==> src/rtl/stmr_pkg.sv <==
package stmr_pkg;
    // Width of one counting half
    localparam int HALF_W = 32;

    // Register byte offsets
    localparam logic [7:0] OFF_ID     = 8'h00;
    localparam logic [7:0] OFF_CNT_LO = 8'h10;
    localparam logic [7:0] OFF_CNT_HI = 8'h14;
    localparam logic [7:0] OFF_PRD_LO = 8'h18;
    localparam logic [7:0] OFF_PRD_HI = 8'h1C;
    localparam logic [7:0] OFF_ENCTL  = 8'h20;
    localparam logic [7:0] OFF_ARRCTL = 8'h24;

    // Enable field positions inside the enable-control register
    localparam int EN_LO_POS = 6;
    localparam int EN_HI_POS = 22;

    typedef enum logic [1:0] {
        EN_OFF   = 2'd0,
        EN_ONCE  = 2'd1,
        EN_LOOP  = 2'd2,
        EN_LOOP2 = 2'd3
    } en_mode_t;

    typedef enum logic [1:0] {
        ARR_JOIN    = 2'd0,
        ARR_SPLIT   = 2'd1,
        ARR_JOIN_B  = 2'd2,
        ARR_SPLIT_B = 2'd3
    } arr_mode_t;
endpackage

==> src/rtl/stmr_half.sv <==
// One counting half: an up-counter with a period comparator.
// Assumes the controller never requests step and wrap with conflicting
// meaning; priority is hold, then load, then wrap, then step.
module stmr_half #(
    parameter int W = 32
) (
    input  logic         clk,
    input  logic         rst_n,
    input  logic         hold,
    input  logic         load,
    input  logic [W-1:0] load_val,
    input  logic         step,
    input  logic         wrap,
    input  logic [W-1:0] prd,
    output logic [W-1:0] cnt,
    output logic         match,
    output logic         full
);
    // Count register update
    always_ff @(posedge clk) begin
        if (!rst_n)    cnt <= '0;
        else if (hold) cnt <= '0;
        else if (load) cnt <= load_val;
        else if (wrap) cnt <= '0;
        else if (step) cnt <= cnt + W'(1);
    end

    assign match = (cnt == prd);
    assign full  = &cnt;
endmodule

==> src/rtl/stmr_ctrl.sv <==
// Sequencing for both halves: decides step, wrap, carry, one-shot disarm
// and registers the interrupt pulses. Assumes split selects independent
// halves and otherwise the halves act as one 64-bit counter.
module stmr_ctrl
    import stmr_pkg::*;
(
    input  logic     clk,
    input  logic     rst_n,
    input  logic     tick,
    input  logic     split,
    input  logic     run_lo,
    input  logic     run_hi,
    input  en_mode_t en_lo,
    input  en_mode_t en_hi,
    input  logic     match_lo,
    input  logic     match_hi,
    input  logic     full_lo,
    output logic     step_lo,
    output logic     step_hi,
    output logic     wrap_lo,
    output logic     wrap_hi,
    output logic     disarm_lo,
    output logic     disarm_hi,
    output logic     irq_lo,
    output logic     irq_hi
);
    logic join_act, act_lo, act_hi, join_hit;

    // Activity, step and wrap decode for both arrangements
    always_comb begin
        join_act  = run_lo && run_hi && (en_lo != EN_OFF);
        act_lo    = split ? (run_lo && en_lo != EN_OFF) : join_act;
        act_hi    = split ? (run_hi && en_hi != EN_OFF) : join_act;
        join_hit  = tick && join_act && match_lo && match_hi;
        step_lo   = tick && act_lo;
        step_hi   = split ? (tick && act_hi) : (tick && join_act && full_lo);
        wrap_lo   = split ? (tick && act_lo && match_lo) : join_hit;
        wrap_hi   = split ? (tick && act_hi && match_hi) : join_hit;
        disarm_lo = wrap_lo && (en_lo == EN_ONCE);
        disarm_hi = split && wrap_hi && (en_hi == EN_ONCE);
    end

    // One-clock interrupt pulses following a match edge
    always_ff @(posedge clk) begin
        if (!rst_n) begin
            irq_lo <= 1'b0;
            irq_hi <= 1'b0;
        end else begin
            irq_lo <= wrap_lo;
            irq_hi <= split && wrap_hi;
        end
    end
endmodule

==> src/rtl/split_timer.sv <==
// Memory-mapped dual-half timer: register file, read mux and two halves.
// Assumes a single-cycle write strobe and combinational reads.
module split_timer
    import stmr_pkg::*;
#(
    parameter int          ADDR_W   = 8,
    parameter logic [31:0] ID_VALUE = 32'h7143_0201
) (
    input  logic              clk,
    input  logic              rst_n,
    input  logic              tick,
    input  logic              bus_we,
    input  logic [ADDR_W-1:0] bus_addr,
    input  logic [31:0]       bus_wdata,
    output logic [31:0]       bus_rdata,
    output logic              irq_lo,
    output logic              irq_hi
);
    localparam int NHALF = 2;

    logic [HALF_W-1:0] cnt_q  [NHALF];
    logic [HALF_W-1:0] prd_q  [NHALF];
    en_mode_t          en_q   [NHALF];
    logic [NHALF-1:0]  run_q;
    arr_mode_t         arr_q;

    logic [NHALF-1:0]  step, wrap, disarm, match, full;
    logic              wr_enctl, wr_arrctl;
    logic              split;

    assign split     = arr_q[0];
    assign wr_enctl  = bus_we && (bus_addr == ADDR_W'(OFF_ENCTL));
    assign wr_arrctl = bus_we && (bus_addr == ADDR_W'(OFF_ARRCTL));

    // Arrangement control register
    always_ff @(posedge clk) begin
        if (!rst_n) begin
            run_q <= '0;
            arr_q <= ARR_JOIN;
        end else if (wr_arrctl) begin
            run_q <= bus_wdata[1:0];
            arr_q <= arr_mode_t'(bus_wdata[3:2]);
        end
    end

    for (genvar i = 0; i < NHALF; i++) begin : g_half
        localparam int          EPOS    = (i == 0) ? EN_LO_POS : EN_HI_POS;
        localparam logic [7:0]  CNT_OFF = OFF_CNT_LO + 8'(4 * i);
        localparam logic [7:0]  PRD_OFF = OFF_PRD_LO + 8'(4 * i);

        logic wr_cnt, wr_prd;
        assign wr_cnt = bus_we && (bus_addr == ADDR_W'(CNT_OFF));
        assign wr_prd = bus_we && (bus_addr == ADDR_W'(PRD_OFF));

        // Period register of this half
        always_ff @(posedge clk) begin
            if (!rst_n)      prd_q[i] <= '0;
            else if (wr_prd) prd_q[i] <= bus_wdata;
        end

        // Enable field: bus write wins over one-shot disarm
        always_ff @(posedge clk) begin
            if (!rst_n)         en_q[i] <= EN_OFF;
            else if (wr_enctl)  en_q[i] <= en_mode_t'(bus_wdata[EPOS +: 2]);
            else if (disarm[i]) en_q[i] <= EN_OFF;
        end

        stmr_half #(.W(HALF_W)) i_half (
            .clk      (clk),
            .rst_n    (rst_n),
            .hold     (!run_q[i]),
            .load     (wr_cnt),
            .load_val (bus_wdata),
            .step     (step[i]),
            .wrap     (wrap[i]),
            .prd      (prd_q[i]),
            .cnt      (cnt_q[i]),
            .match    (match[i]),
            .full     (full[i])
        );
    end

    stmr_ctrl i_ctrl (
        .clk       (clk),
        .rst_n     (rst_n),
        .tick      (tick),
        .split     (split),
        .run_lo    (run_q[0]),
        .run_hi    (run_q[1]),
        .en_lo     (en_q[0]),
        .en_hi     (en_q[1]),
        .match_lo  (match[0]),
        .match_hi  (match[1]),
        .full_lo   (full[0]),
        .step_lo   (step[0]),
        .step_hi   (step[1]),
        .wrap_lo   (wrap[0]),
        .wrap_hi   (wrap[1]),
        .disarm_lo (disarm[0]),
        .disarm_hi (disarm[1]),
        .irq_lo    (irq_lo),
        .irq_hi    (irq_hi)
    );

    // Read mux; unmapped offsets return zero
    always_comb begin
        bus_rdata = '0;
        unique case (bus_addr)
            ADDR_W'(OFF_ID):     bus_rdata = ID_VALUE;
            ADDR_W'(OFF_CNT_LO): bus_rdata = cnt_q[0];
            ADDR_W'(OFF_CNT_HI): bus_rdata = cnt_q[1];
            ADDR_W'(OFF_PRD_LO): bus_rdata = prd_q[0];
            ADDR_W'(OFF_PRD_HI): bus_rdata = prd_q[1];
            ADDR_W'(OFF_ENCTL): begin
                bus_rdata[EN_LO_POS +: 2] = en_q[0];
                bus_rdata[EN_HI_POS +: 2] = en_q[1];
            end
            ADDR_W'(OFF_ARRCTL): bus_rdata[3:0] = {arr_q, run_q};
            default:             bus_rdata = '0;
        endcase
    end
endmodule

==> config.mk <==
export PLATFORM = sky130hd
export DESIGN_NAME = split_timer
export DESIGN_NICKNAME = d
export VERILOG_FILES = /design/src/rtl/stmr_pkg.sv /design/src/rtl/stmr_half.sv /design/src/rtl/stmr_ctrl.sv /design/src/rtl/split_timer.sv
export SDC_FILE = /design/constraint.sdc
export NUM_CORES = 1
export LEC_CHECK = 0
export BUFFER_PORTS_ARGS = -buffer_cell sky130_fd_sc_hd__buf_2
export CAP_MARGIN = 30
export CORE_ASPECT_RATIO = 0.5
export CORE_UTILIZATION = 45
export DETAILED_ROUTE_END_ITERATION = 10
export PLACE_DENSITY = 0.61
export SLEW_MARGIN = 0
export SYNTH_ARGS = -nofsm -noshare
export SYNTH_HDL_FRONTEND = slang
export SYNTH_SLANG_ARGS = --single-unit
==> constraint.sdc <==
create_clock -name clk -period 4.17 [get_ports clk]
set_clock_uncertainty 0.05 [all_clocks]
set_input_delay 1.251 -clock clk [delete_from_list [all_inputs] [get_ports clk]]
set_output_delay 1.251 -clock clk [all_outputs]
set_load 0.1 [all_outputs]
==> impl_metrics.ini <==
[final_layout]
layout.cells.non_filler = 1315
fin_util_pct = 57.25
drive_gt1_share_pct = 18.94
fin_nets = 1089
fin_area_mm2 = 0.01056
area_delta_synth_final_pct = 24.22
antennaDiodeCount = 0

[clock_tree]
root_buffer = clkbuf_16
htreeDepth = 4
cts.sinks = 138
cts_buffers = 17
clk_latency_ns = 0.44
cts_tree = done
path_clk_slew_ns = 0.06
clock_path_buffers = 2

[critical_path]
reg2regPathDepth = 5
worstPathArrival_ns = 2.85
cp_max_fo = 17
endpoint_kind = output pin
cp.required_ns = 2.87
path_class = in2out
start_kind = input port

[routing]
drt_first_iter_violations = 940
met1_length_mm = 14.77
via_per_inst = 6.376
dr_wl_met3_mm = 4.892
wl_mm = 33.22
dr_wl_met2_mm = 13.07
post_drt_wl_per_cell_um = 25.26
ant_nets = 0
drc = 0
dr_total_vias = 8385
drt_pre_antenna_iters = 6
dr.max_layer_used = met4

[logic_synthesis]
async_flop_share_pct = 0
synth_area_leader_cell = edfxtp_1
ys_types = 65
ys_seq_area_share_pct = 40.52
synth_top_area_share_pct = 24.03
synthFlopType = dfxtp_1
synth.area.top_cells = edfxtp_1 24%, dfxtp_1 16%, nand2_1 6.0%
synth_seq_cells = 138
synth_area_per_cell_um2 = 8.653
synth_common_cells = 135 x nand2_1, 77 x and2_1, 70 x dfxtp_1
synth_enable_flop_cells = 68
yosysWarnings = 0
syn-cell-area_mm2 = 0.008497
syn-num-nets = 1028
yosysMostFrequentCell = nand2_1
netlist_instances = 982

[floorplanning]
die-area_mm2 = 0.01947
pin_count = 78
die_x_um = 196.3
rows = 35
initial_utilization_pct = 46.09
core_area_mm2 = 0.01844
die_h_um = 99.17

[global_route]
groute.usage.overall_pct = 34.29
grt_start_max_net_pins = 37
grt_pass1_wl_mm = 48.28
grt_overflow = 0
antenna_found_initial = 0
first_global_vias = 7557

[placement]
io_buffers = 77
dp_slack_ns = 0.007339
hpwl_mm = 24.58
routabilityCongestion = 0.9993
placedCellCount = 1280
placed_area_mm2 = 0.009818

[pwr]
share_comb_of_total_power_pct = 5.3
powerDensity_mw_per_mm2 = 318.8
seq_power_share_pct = 44.2
switching_power_uw = 789.8
switching_share_pct = 23.47
vdd_ir_drop_max_mv = 0.3031
p_int_mw = 2.576
p_leak_nw = 3.899
power.total_mw = 3.365
p_clk_share_pct = 50.5

[min_path]
whs_path_depth = 2
hold_path.class = reg2reg

[flow_run]
drv_cap = 0

[sta]
period_needed_ns = 4.151
hold_viol = 0
fin_tns_setup_ns = 0
finalCritPeriodShare_pct = 99.55
maxSlewViolCount = 0
fmax_ghz = 0.2409
tightest_slew_ns = 0.8980
relSlewSlack_pct = 39.87
setup_slack_ns = 0.01879
setup_viol = 0
holdWs_ns = 0.4271

[status]
outcome = complete, no violations
[power by group through the flow]
stage	sequential [mW]	combinational (mW)	clock (mW)
after floorplan	1.50	0.0728	0
after global placement	1.51	0.169	0
after CTS	1.49	0.170	1.71
final	1.49	0.179	1.70
after global routing	1.49	0.184	1.77
after detailed placement	1.51	0.169	0
[routing by layer]
metal | up-vias | GRT usage, %
met5 | - | 0
met4 | 0 | 8.353
met3 | 46 | 9.495
met2 | 604 | 45.36
met1 | 4044 | 53.60
li1 | 3691 | -
[placed cells by master, fill, tap and decap left out, drive strengths merged, types with 40 or more instances in the layout]
| cell type | Yosys | layout |
|---|---|---|
| a21oi | 62 | 62 |
| a22oi | 44 | 44 |
| and2 | 78 | 78 |
| buf | 29 | 112 |
| dfxtp | 70 | 70 |
| edfxtp | 68 | 68 |
| nand2 | 135 | 135 |
| nor2 | 44 | 44 |
| o21ai | 85 | 85 |
| xnor2 | 49 | 49 |
| xor2 | 40 | 40 |
[logic make-up (layout without fill, tap and decap cells)]
family | after synthesis | after routing | synth area share [%]
AOI/OAI and AO/OA | 259 | 259 | 19.41
adders and majority gates | 2 | 2 | 0.2945
xor gates and xnor gates | 89 | 89 | 9.174
DFF | 138 | 138 | 40.52
buffers and inverters | 81 | 155 | 4.241
and+or+nand+nor | 394 | 394 | 24.12
muxes | 19 | 19 | 2.238
[worst paths after layout]
path / startpoint / end / slack (ns)
min reg2reg: arr_q[1] / arr_q[1] / 0.43
min: arr_q[1] / arr_q[1] / 0.43
max reg2reg: en_q[0][0] / g_half[0].i_half.cnt[16] / 1.18
max: bus_addr[7] / bus_rdata[8] / 0.02
[sequential cells by signal, indices dropped and copies added, names as in the netlist]
name	cells
g_half.i_half.cnt	64
i_ctrl.irq_lo	1
en_q	4
prd_q	64
run_q	2
arr_q	2
i_ctrl.irq_hi	1
[cell type report]
cell class,instances,area [µm²]
clock inverter,15,224.0
multi-input combinational,763,4881
inverter,9,33.78
clock buffer,17,425.4
sequential,138,3443
fill,1645,7881
tap,259,324.1
timing repair buffer,114,1224
[timing repair]
item                       4_1_cts  5_1_grt
pin swaps                        0        2
hold buffers                     0        0
setup endpoints to repair        1        6
gates resized for setup          1        5
hold endpoints to repair         0        0
buffers inserted                 0        1
cloned                           0        2
[worst max-delay path, stage by stage]
cell and delay (ns):
buf_2 0.12, or4b_4 0.58, nor2_4 0.14, buf_4 0.15, clkbuf_16 0.18, a22oi_1 0.13
nand2_4 0.11, buf_12 0.17
Note: power is estimated with default switching activity, not from simulation.
